File: config.mk
export PLATFORM = sky130hd
export DESIGN_NAME = gpe_event_aggregator
export DESIGN_NICKNAME = d
export VERILOG_FILES = /design/src/rtl/gpe_pkg.sv /design/src/rtl/gpe_set_logic.sv /design/src/rtl/gpe_regs.sv /design/src/rtl/gpe_route.sv /design/src/rtl/gpe_event_aggregator.sv
export SDC_FILE = /design/constraint.sdc
export NUM_CORES = 1
export LEC_CHECK = 0
export ABC_AREA = 1
export ABC_CLOCK_PERIOD_IN_PS = 1200
export BUFFER_PORTS_ARGS = -buffer_cell sky130_fd_sc_hd__buf_2
export CAP_MARGIN = 30
export CORE_UTILIZATION = 35
export DETAILED_ROUTE_END_ITERATION = 10
export HOLD_SLACK_MARGIN = 0.03
export SLEW_MARGIN = 15
export SYNTH_ARGS = -nofsm -noshare
export SYNTH_HDL_FRONTEND = slang
export SYNTH_SLANG_ARGS = --single-unit
File: constraint.sdc
create_clock -name clk -period 1.2 [get_ports clk]
set_input_delay 0.24 -clock clk [delete_from_list [all_inputs] [get_ports clk]]
set_output_delay 0.24 -clock clk [all_outputs]
set_load 0.05 [all_outputs]
File: src/rtl/gpe_pkg.sv
package gpe_pkg;
  localparam int GPE_W = 32;
  // Writable or settable positions: 18, 15:9, 7:6, 4:1
  localparam logic [GPE_W-1:0] VALID_MASK = 32'h0004_FEDE;
  localparam int BIT_SWGPE   = 2;
  localparam int BIT_BUSWAKE = 7;
  localparam int BIT_BATLOW  = 10;
  localparam int BIT_PMA     = 11;
  localparam int BIT_PMB     = 13;
  localparam int SLP_W       = 3;
  localparam logic [SLP_W-1:0] SLP_AWAKE   = 3'd0;
  localparam logic [SLP_W-1:0] SLP_DEEPEST = 3'd5;
  localparam logic [GPE_W-1:0] RSM_ONLY_MASK =
    (GPE_W'(1) << BIT_BUSWAKE) | (GPE_W'(1) << BIT_SWGPE);
  localparam logic [GPE_W-1:0] PM_MASK =
    (GPE_W'(1) << BIT_PMA) | (GPE_W'(1) << BIT_PMB);
endpackage

File: src/rtl/gpe_set_logic.sv
module gpe_set_logic
  import gpe_pkg::*;
#(
  parameter int W = GPE_W
) (
  input  logic         clk,
  input  logic         sys_rst,
  input  logic [W-1:0] evt_in,
  input  logic         swgpe_lvl,
  input  logic         batlow_n,
  input  logic         mobile_mode,
  output logic [W-1:0] set_vec,
  output logic [W-1:0] eff_mask
);
  localparam logic [W-1:0] VMASK   = W'(VALID_MASK);
  localparam logic [W-1:0] SPECIAL = (W'(1) << BIT_BATLOW) | (W'(1) << BIT_SWGPE);
  localparam logic [W-1:0] BATBIT  = W'(1) << BIT_BATLOW;

  logic batlow_q;
  logic batlow_fall;

  always_ff @(posedge clk) begin
    if (sys_rst) batlow_q <= 1'b1;
    else         batlow_q <= batlow_n;
  end

  assign batlow_fall = mobile_mode & batlow_q & ~batlow_n;

  always_comb begin
    eff_mask = mobile_mode ? VMASK : (VMASK & ~BATBIT);
    set_vec  = evt_in & VMASK & ~SPECIAL;
    set_vec[BIT_BATLOW] = batlow_fall;
    set_vec[BIT_SWGPE]  = swgpe_lvl;
  end
endmodule

File: src/rtl/gpe_regs.sv
module gpe_regs
  import gpe_pkg::*;
#(
  parameter int W = GPE_W,
  parameter logic [W-1:0] RSM_ONLY = W'(RSM_ONLY_MASK)
) (
  input  logic         clk,
  input  logic         sys_rst,
  input  logic         rsm_rst,
  input  logic [W-1:0] set_vec,
  input  logic [W-1:0] eff_mask,
  input  logic         reg_we,
  input  logic         reg_addr,
  input  logic [W-1:0] reg_wdata,
  output logic [W-1:0] sts,
  output logic [W-1:0] en,
  output logic [W-1:0] reg_rdata
);
  localparam logic [W-1:0] VMASK = W'(VALID_MASK);

  logic [W-1:0] clr;
  logic [W-1:0] sts_nxt;

  assign clr     = (reg_we && !reg_addr) ? reg_wdata : '0;
  // set term applied after clear: a same-cycle set wins
  assign sts_nxt = ((sts & ~clr) | set_vec) & eff_mask;

  for (genvar i = 0; i < W; i++) begin : g_bit
    if (RSM_ONLY[i]) begin : g_rsm
      always_ff @(posedge clk) begin
        if (rsm_rst) sts[i] <= 1'b0;
        else         sts[i] <= sts_nxt[i];
      end
    end else begin : g_sys
      always_ff @(posedge clk) begin
        if (sys_rst) sts[i] <= 1'b0;
        else         sts[i] <= sts_nxt[i];
      end
    end
  end

  always_ff @(posedge clk) begin
    if (sys_rst)                  en <= '0;
    else if (reg_we && reg_addr)  en <= reg_wdata & eff_mask;
    else                          en <= en & eff_mask;
  end

  always_ff @(posedge clk) begin
    if (sys_rst) reg_rdata <= '0;
    else         reg_rdata <= reg_addr ? en : sts;
  end

  p_sticky_r1: assert property (@(posedge clk) disable iff (sys_rst)
    !$past(sys_rst) |->
      ((($past(sts) & ~$past(clr)) & $past(eff_mask) & eff_mask & ~sts) == '0));

  p_resv_zero_r2: assert property (@(posedge clk) disable iff (sys_rst)
    (reg_rdata & ~VMASK) == '0);

  p_set_wins_r3: assert property (@(posedge clk) disable iff (sys_rst)
    !$past(sys_rst) |-> (($past(set_vec) & eff_mask & ~sts) == '0));
endmodule

File: src/rtl/gpe_route.sv
module gpe_route
  import gpe_pkg::*;
#(
  parameter int W = GPE_W
) (
  input  logic             clk,
  input  logic             sys_rst,
  input  logic [W-1:0]     sts,
  input  logic [W-1:0]     en,
  input  logic [SLP_W-1:0] sleep_state,
  input  logic             pbo_s5,
  input  logic             sci_en,
  input  logic             smi_en,
  output logic             wake,
  output logic             sci,
  output logic             smi
);
  localparam logic [W-1:0] PMM     = W'(PM_MASK);
  localparam logic [W-1:0] NO_SMI  = W'(1) << BIT_BUSWAKE;

  logic [W-1:0] active;
  logic [W-1:0] active_q;
  logic [W-1:0] rise;
  logic [W-1:0] wake_mask;
  logic         asleep;
  logic         wake_n, sci_n, smi_n;

  assign active    = sts & en;
  assign rise      = active & ~active_q;
  assign asleep    = (sleep_state != SLP_AWAKE);
  assign wake_mask = (sleep_state == SLP_DEEPEST && pbo_s5) ? ~PMM : '1;

  always_comb begin
    wake_n = asleep & (|(rise & wake_mask));
    sci_n  = !asleep & sci_en & (|active);
    smi_n  = !asleep & !sci_en & smi_en & (|(active & ~NO_SMI));
  end

  always_ff @(posedge clk) begin
    if (sys_rst) begin
      active_q <= '0;
      wake     <= 1'b0;
      sci      <= 1'b0;
      smi      <= 1'b0;
    end else begin
      active_q <= active;
      wake     <= wake_n;
      sci      <= sci_n;
      smi      <= smi_n;
    end
  end

  p_sci_awake_r4: assert property (@(posedge clk) disable iff (sys_rst)
    sci |-> $past(sleep_state == SLP_AWAKE && sci_en));

  p_smi_gate_r5: assert property (@(posedge clk) disable iff (sys_rst)
    smi |-> $past(sleep_state == SLP_AWAKE && !sci_en && smi_en));

  p_one_req_r5: assert property (@(posedge clk) disable iff (sys_rst)
    !(sci && smi));

  p_wake_asleep_r6: assert property (@(posedge clk) disable iff (sys_rst)
    wake |-> $past(sleep_state != SLP_AWAKE));
endmodule

File: src/rtl/gpe_event_aggregator.sv
module gpe_event_aggregator
  import gpe_pkg::*;
#(
  parameter int W = GPE_W
) (
  input  logic             clk,
  input  logic             rst,
  input  logic             rsm_rst,
  input  logic [W-1:0]     evt_in,
  input  logic             swgpe_lvl,
  input  logic             batlow_n,
  input  logic             mobile_mode,
  input  logic [SLP_W-1:0] sleep_state,
  input  logic             pbo_s5,
  input  logic             sci_en,
  input  logic             smi_en,
  input  logic             reg_we,
  input  logic             reg_addr,
  input  logic [W-1:0]     reg_wdata,
  output logic [W-1:0]     reg_rdata,
  output logic             wake,
  output logic             sci,
  output logic             smi
);
  logic         sys_rst;
  logic [W-1:0] set_vec;
  logic [W-1:0] eff_mask;
  logic [W-1:0] sts_w;
  logic [W-1:0] en_w;

  assign sys_rst = rst | rsm_rst;

  gpe_set_logic #(.W(W)) i_set (
    .clk(clk), .sys_rst(sys_rst), .evt_in(evt_in), .swgpe_lvl(swgpe_lvl),
    .batlow_n(batlow_n), .mobile_mode(mobile_mode),
    .set_vec(set_vec), .eff_mask(eff_mask)
  );

  gpe_regs #(.W(W)) i_regs (
    .clk(clk), .sys_rst(sys_rst), .rsm_rst(rsm_rst), .set_vec(set_vec),
    .eff_mask(eff_mask), .reg_we(reg_we), .reg_addr(reg_addr),
    .reg_wdata(reg_wdata), .sts(sts_w), .en(en_w), .reg_rdata(reg_rdata)
  );

  gpe_route #(.W(W)) i_route (
    .clk(clk), .sys_rst(sys_rst), .sts(sts_w), .en(en_w),
    .sleep_state(sleep_state), .pbo_s5(pbo_s5), .sci_en(sci_en),
    .smi_en(smi_en), .wake(wake), .sci(sci), .smi(smi)
  );

  p_swgpe_level_r8: assert property (@(posedge clk) disable iff (rsm_rst)
    (!$past(sys_rst) && $past(swgpe_lvl)) |-> sts_w[BIT_SWGPE]);

  p_batlow_desktop_r9: assert property (@(posedge clk) disable iff (sys_rst)
    (!$past(sys_rst) && !$past(mobile_mode)) |-> (!sts_w[BIT_BATLOW] && !en_w[BIT_BATLOW]));

  p_rst_keep_r10: assert property (@(posedge clk)
    $past(rst && !rsm_rst) |-> ((sts_w & ~W'(RSM_ONLY_MASK)) == '0 && en_w == '0));
endmodule

==> results summary, run 1 <==
The clock insertion delay at the later pin of the skew report came out at 0.34 ns. The mean routed wirelength per cell is approximately 11 µm. The floorplan die area is roughly 7300 µm². Of the synthesized area, sequential elements account for 0.4898. The share of final-layout standard cells stronger than drive strength 1 came out at 0.2183. After floorplanning, the core was divided into 30 placement rows. The count of cells resized by post-cts repair came out at 0. The final sum of negative setup slack came out at 0 ns. The highest cell delay on the worst timing path is 0.32 ns. Setup repair after global routing left no endpoint under its margin.

The cell sitting at the root of the clock tree is a sky130_fd_sc_hd__clkbuf_8. The number of buffers inserted by port buffering came out at 56. The worst hold-check slack is roughly 0.1 ns.

The number of hold buffers added after CTS came out at 0. The number of enable-type register cells in the synthesized netlist came out at 0. The number of iterations in the first detailed-routing pass is 5. The post-detailed-route count of antenna-violating nets came out at 0. Setup violations remaining at the end of the flow were counted as 0.

The worst register-to-register path has a depth of 6. The via count of the first global-routing pass is 1860. The growth of design area from synthesis to finish is 19.90%. The number of pins with negative max-slew slack in the final report came out at 0. The number of nets at the end of the flow came out at between 400 and 500. The arrival time of data at the critical path endpoint is between 0.9 and 1 ns. The die is roughly 86 µm tall. The maximum number of buffers from clock root to sink came out at 2. The count of clock tree sinks is 60. In this run the horizontal extent of the chip is 85.71 µm. The HPWL after detailed placement is 3.811 mm. The routed via count divided by cell count is 4.386. The total CTS buffers came out at 9. Across the whole layout, storage elements account for 1201 µm².

The count of warnings emitted by yosys is 0. The placer's final routability congestion estimate is 0.7381. The required time of the critical path is 0.96 ns. The post-CTS setup repair buffer count is 0. The hold-critical path depth came out at 3. The power density relative to cell area is between 1000 and 1500 nW/µm².

The overall track demand over capacity in global routing is 0.1551. For this configuration, the core starts out at a cell density of 0.3610. The leakage power summed over all cells came out at 1.351 nW. STA classifies the critical path endpoint as an output pin. The first global-routing pass estimated 8.625 mm of wire. Counting both buffers and inverters, the worst setup path holds a total of 1.

The count of placed standard cells including taps came out at between 400 and 500. After synthesis the cells add up to between 2000 and 2500 µm². The period utilization is 0.9570.

The run finished with clean final reports. The number of antenna violations at the first check in global routing is 0. The tightest min-delay check is of the in2reg type. The detailed-route via count came out at ~2100. The maximum number of pins on one net before global-route repair is 28. The number of stages on the worst setup path came out at 1. Counting the fill cells in the layout gives 729. The H-tree was split into 3 levels. TritonCTS built the clock tree. Once layout is complete, the cells apart from fillers number 490. The final count of hold timing violations is 0.

The slowest stage of the critical path belongs to the cell sky130_fd_sc_hd__dfxtp_1. The total overflow reported by the global router came out at 0. The count of inserted antenna diode cells came out at 0. The post-route clock skew is 0.005839 ns. The largest fanout on the critical path came out at 1.

The worst setup path category is reg2out. The maximum clock frequency is ~870 MHz. For this block, the routed nets add up to 5.363 mm of wire. After synthesis, the share of flip-flops with an asynchronous set or reset is 0. The multi-input combinational cells in the finished layout cover a total of ~980 µm². Walking the worst path, the cells encountered are buf_2. The detailed router finished its first iteration with about 120 violations. Clock-pin slew was measured on the worst setup and hold paths at roughly 0.060 ns.

The count of different cell masters after synthesis is 20. The predominant post-synthesis flop cell is sky130_fd_sc_hd__dfxtp_1. The placeable core region came out at 6794 µm².

The maximum resistive drop on vdd came out at 0.0007811 V. The register bit count reported by yosys is 60. The count of max-cap constraint violations came out at 0. After detailed routing, the number of remaining DRC violations is 0. The clock period could shrink to 1.148 ns. In the synthesized netlist, the number of instances is 328. Broken down by cell family, the worst path's largest delay share belongs to flip-flops. Pin placement for this block handled 113 I/O pins.

The mean post-synth cell area came out at 7.477 µm². STA classifies the critical path startpoint as a register.
==> logic make-up (layout without fill, tap and decap cells) <==
family | Yosys count | count (layout) | synth area share
AO/OA/AOI/OAI | 45 | 45 | 0.09490
buffers and inverters | 58 | 107 | 0.1383
flip-flops | 60 | 60 | 0.4898
other | 1 | 18 | 0.001529
AND/OR/NAND/NOR | 164 | 164 | 0.2755
==> cell usage after synthesis, drive strengths merged, types with 2 or more instances <==
master,number,share of area
inv,28,0.044
buf,30,0.094
dfxtp,60,0.49
nor3,2,0.0041
nand2,69,0.11
nor2,63,0.099
nand3,27,0.055
nand4,2,0.0051
a21oi,29,0.059
o21ai,15,0.031
==> registers in the layout, summed over array words and instances, names as in the netlist <==
signal / flops
i_route.wake: 1
i_route.smi: 1
i_route.active_q: 14
i_regs.sts: 14
i_regs.en: 14
i_regs.reg_rdata: 14
i_route.sci: 1
i_set.batlow_q: 1
==> area by class of cell <==
cell class | instances | area share
inverters | 28 | 0.03660
repair buffers | 65 | 0.1226
clock buffers | 12 | 0.05617
flip-flops and latches | 60 | 0.4085
well taps | 96 | 0.04085
multi-input cells | 227 | 0.3319
clock inverters | 2 | 0.003404
==> final timing paths <==
path	from	end	slack [ns]
worst max-delay path	i_regs.reg_rdata[3]	reg_rdata[3]	0.05
worst min-delay path	batlow_n	i_set.batlow_q	0.10
worst max register to register	i_regs.sts[2]	i_route.sci	0.17
worst min register to register	i_set.batlow_q	i_regs.sts[10]	0.47
==> metal layers <==
layer  vias to the layer above  wire [µm]  global-route usage
met4                         0         96             0.07273
li1                       1126          -                   -
met1                       963       2586              0.1988
met3                        10        241             0.04331
met5                         -          0                   0
met2                        50       2437              0.2422
==> where the power goes <==
group	switching (W)	internal, W
clock	0.000761	0.000888
combinational	0.000338	0.000135
sequential	0.0000407	0.00204
total	0.00114	0.00307
==> cell usage in the layout (no fill, tap or decap) <==
cell type                  count
sky130_fd_sc_hd__nor2_4        1
sky130_fd_sc_hd__inv_1        25
sky130_fd_sc_hd__buf_4         8
sky130_fd_sc_hd__nor4_2        1
sky130_fd_sc_hd__clkinv_2      2
sky130_fd_sc_hd__inv_4         1
sky130_fd_sc_hd__o21ai_1       4
sky130_fd_sc_hd__buf_12        1
sky130_fd_sc_hd__o21ai_0      11
sky130_fd_sc_hd__nand4_1       2
sky130_fd_sc_hd__inv_2         2
sky130_fd_sc_hd__nand3_1      27
sky130_fd_sc_hd__nand2_1      68
sky130_fd_sc_hd__nor2_1       62
sky130_fd_sc_hd__nand2_2       1
sky130_fd_sc_hd__nor3_1        2
sky130_fd_sc_hd__a211oi_2      1
sky130_fd_sc_hd__dfxtp_1      60
sky130_fd_sc_hd__conb_1       18
sky130_fd_sc_hd__a21oi_1      29
sky130_fd_sc_hd__clkbuf_8     12
sky130_fd_sc_hd__buf_2        56
==> through the flow <==
step / power (W) / setup slack (ns) / instance area [µm²] / utilization
2_1_floorplan: 0.002506 / 0.3021 / 2516 / -
3_3_place_gp: 0.002597 / 0.1130 / 2765 / 0.4070
3_5_place_dp: 0.002602 / 0.1099 / 2765 / 0.4070
4_1_cts: 0.004226 / 0.03219 / 2940 / 0.4328
5_1_grt: 0.004370 / 0.01924 / 2940 / 0.4328
6_report: 0.004205 / 0.05162 / 2940 / 0.4328
No activity file was read; power rests on OpenSTA's default activity.
==> run 2: changes to the inputs <==
--- a/config.mk
+++ b/config.mk
@@ -11,6 +11,7 @@
 export CAP_MARGIN = 30
 export CORE_UTILIZATION = 35
 export DETAILED_ROUTE_END_ITERATION = 10
+export GPL_TIMING_DRIVEN = 0
 export HOLD_SLACK_MARGIN = 0.03
 export SLEW_MARGIN = 15
 export SYNTH_ARGS = -nofsm -noshare
==> run 2 against run 1 <==
Net effect:
- sequential power about the same
- via count increased by 3.6%
- register-to-register slack lost 0.02 ns
- sequential share of layout area shrank 2.0 points
- largest cell class unchanged
- worst hold slack worse by 0.012 ns
- clock-buffer cell count is 3 higher
- combinational power grew 13%
- critical path depth unchanged
- final cell count up 4.5%
==> results summary, run 2 (synthesis results as in run 1) <==
The global-route wire length before repair is 9.522 mm (+10%). The number of cells on the worst reg-to-reg path was 6 (unchanged). The final critical delay including setup and external delays was 1.148 ns (-0.0006598 ns). The detailed-route via count is 2226 (+3.6%). The placeable core region is 6794 µm² (unchanged). The critical path's slowest cell is sky130_fd_sc_hd__dfxtp_1. The final count of hold timing violations came to 0 (unchanged). The number of design-rule violations left by the first detailed-router iteration is 98 (-20%).

The number of primary I/O pins is 113 (unchanged). The total buffers and inverters traversed by the critical path was 1 (unchanged). The final setup violation count is 0 (unchanged).

The placer's final routability congestion estimate came out at 0.7758 (+5.1%). The worst hold path begins at batlow_n. The post-detailed-route count of antenna-violating nets came out at 0 (unchanged). The maximum clock frequency came out at 871.3 MHz (about the same). The number of DRC violations after detailed routing is 0 (unchanged). The number of iterations in the first detailed-routing pass came out at 4 (-1).

The HPWL after detailed placement is 4.246 mm (+11%). The count of inserted antenna diode cells came to 0 (unchanged). The die extent in x is 85.71 µm (unchanged). The required time of the critical path is 0.96 ns (about the same).

The total overflow reported by the global router was 0 (unchanged). The cell class contributing the biggest share of worst-path delay is flip-flops. Setup repair after global routing left no endpoint under its margin. The leakage power summed over all cells is 1.455 nW (+7.7%). The final sum of negative setup slack is 0 ns (unchanged).

The initial core utilization is 0.3610 (unchanged). The total CTS buffers came out at 9 (unchanged). The tightest min-delay check is of the in2reg type. The die outline height is 85.71 µm (unchanged).

The final worst-path setup slack was 0.05228 ns (+0.0006598 ns). The maximum resistive drop on vdd is 0.0007101 V (-9.1%). The post-route clock skew is 0.006133 ns (+0.0002936 ns). TritonCTS built the clock tree. The count of max-cap constraint violations came out at 0 (unchanged). The maximum number of pins on one net before global-route repair came out at 11 (-61%).

The hold-critical path depth came out at 3 (unchanged). The maximum level of the CTS H-tree is 3 (unchanged). The kind of end point of the critical path is an output pin. The via count of the first global-routing pass was 2007 (+7.9%). The number of buffers inserted by port buffering came out at 55 (-1.8%). The arrival time of data at the critical path endpoint was 0.91 ns (about the same).

The slack of the worst reg-to-reg path was 0.15 ns (-0.02 ns). Traced cell by cell, the critical path runs through buf_2. The largest fanout on the critical path is 1 (unchanged). The clock insertion delay at the later pin of the skew report came out at 0.34 ns (about the same). The capturing point of the worst reg2reg path is i_route.sci.

The maximum number of buffers from clock root to sink came out at 2 (unchanged). The share of final-layout standard cells stronger than drive strength 1 is 0.2524 (+0.03413). The standard-cell row count came out at 30 (unchanged).

The number of nets at the end of the flow came to 489 (+4.3%). The period utilization came out at 0.9564 (about the same). The run finished with clean final reports. The growth of design area from synthesis to finish came out at 26.12%. The highest cell delay on the worst timing path is 0.31 ns (about the same).

The most common cell after layout, fill and taps aside is sky130_fd_sc_hd__nand2_1. The critical path launch point type is a register. In the layout the commonest cells are 68 x sky130_fd_sc_hd__nand2_1, 62 x sky130_fd_sc_hd__nor2_1, 60 x sky130_fd_sc_hd__buf_2, 60 x sky130_fd_sc_hd__dfxtp_1, 29 x sky130_fd_sc_hd__a21oi_1.

The total detailed-routing wirelength came out at 5.857 mm (+9.2%). The master cell of the clock root buffer is sky130_fd_sc_hd__clkbuf_8. The number of antenna violations at the first check in global routing came out at 0 (unchanged). The count of cells resized by post-cts repair is 0 (unchanged). The post-CTS setup repair buffer count came out at 0 (unchanged). The overall track demand over capacity in global routing came out at 0.1743 (+0.01920). The power density relative to cell area came out at 1386 nW/µm² (-3.1%). The floorplan die area is 7345 µm² (unchanged).

The count of clock tree sinks came out at 60 (unchanged). The worst flop-to-flop path startpoint is i_regs.sts[2]. The critical path in this run is classified as reg2out. The worst setup timing slack at the placement stage was -0.002276 ns (-0.1121 ns). The number of hold buffers added after CTS came out at 0 (unchanged). The routed via count divided by cell count was 4.348 (-0.87%).

The clock-pin slew of the registers on the worst-case setup and hold paths is 0.06 ns (about the same). The final standard cell utilization of the core came to 0.4552 (+0.02247). The number of pins with negative max-slew slack in the final report is 0 (unchanged). The mean routed wirelength per cell came out at 11.44 µm (+4.5%). The worst-case hold path end point is i_set.batlow_q.
-- run 2: cell count changes in the layout (fill, tap and decap cells not counted), sizes merged --
cell,delta
clkinv,-1
clkbuf,+3
buf,+20
-- run 2: how the worst max path moves through the flow --
stage,endpoint,startpoint,depth (start not counted)
after floorplan,i_regs.sts[11],reg_addr,6
after CTS,wake,i_route.wake,1
after detailed placement,i_regs.reg_rdata[11],rsm_rst,5
after global routing,reg_rdata[1],i_regs.reg_rdata[1],1
after global placement,i_regs.reg_rdata[11],rsm_rst,5
final,reg_rdata[1],i_regs.reg_rdata[1],1
-- run 2: layout make-up --
class	count	area [µm²]
Buffer	30	231.5
Timing Repair Buffer	55	275.3
Clock inverter	1	5.005
Tap cell	96	120.1
Fill cell	695	3701
Multi-Input combinational cell	227	975.9
Inverter	28	107.6
Clock buffer	15	176.4
Sequential cell	60	1201
-- run 2: worst register-to-register path: cells and delay by family (launching register included) --
family / cells / cell delay, ns
and+or+nand+nor: 6 / 0.60
DFF: 1 / 0.34
-- run 2: through the flow --
step / instances / area [µm²] / power (W) / hold slack, ns
finish: 512 / 3093 / 0.004287 / 0.08956
global placement: 496 / 2912 / 0.002657 / 0.4366
global route: 512 / 3093 / 0.004471 / 0.08498
detailed placement: 496 / 2912 / 0.002660 / 0.4344
CTS: 512 / 3093 / 0.004314 / 0.07701
floorplan: 345 / 2516 / 0.002506 / 0.3124
-- run 2: power breakdown --
group	internal [W]	switching (W)
clock network	0.000918	0.000754
logic	0.000176	0.000354
registers	0.00204	0.0000413
-- run 2: routing by layer --
layer	global-route usage	vias to the layer above	wire length (µm)
li1	-	1173	-
met1	0.2220	985	2764
met2	0.2698	55	2685
met4	0.08636	0	144
met5	0	-	0
met3	0.05101	13	263
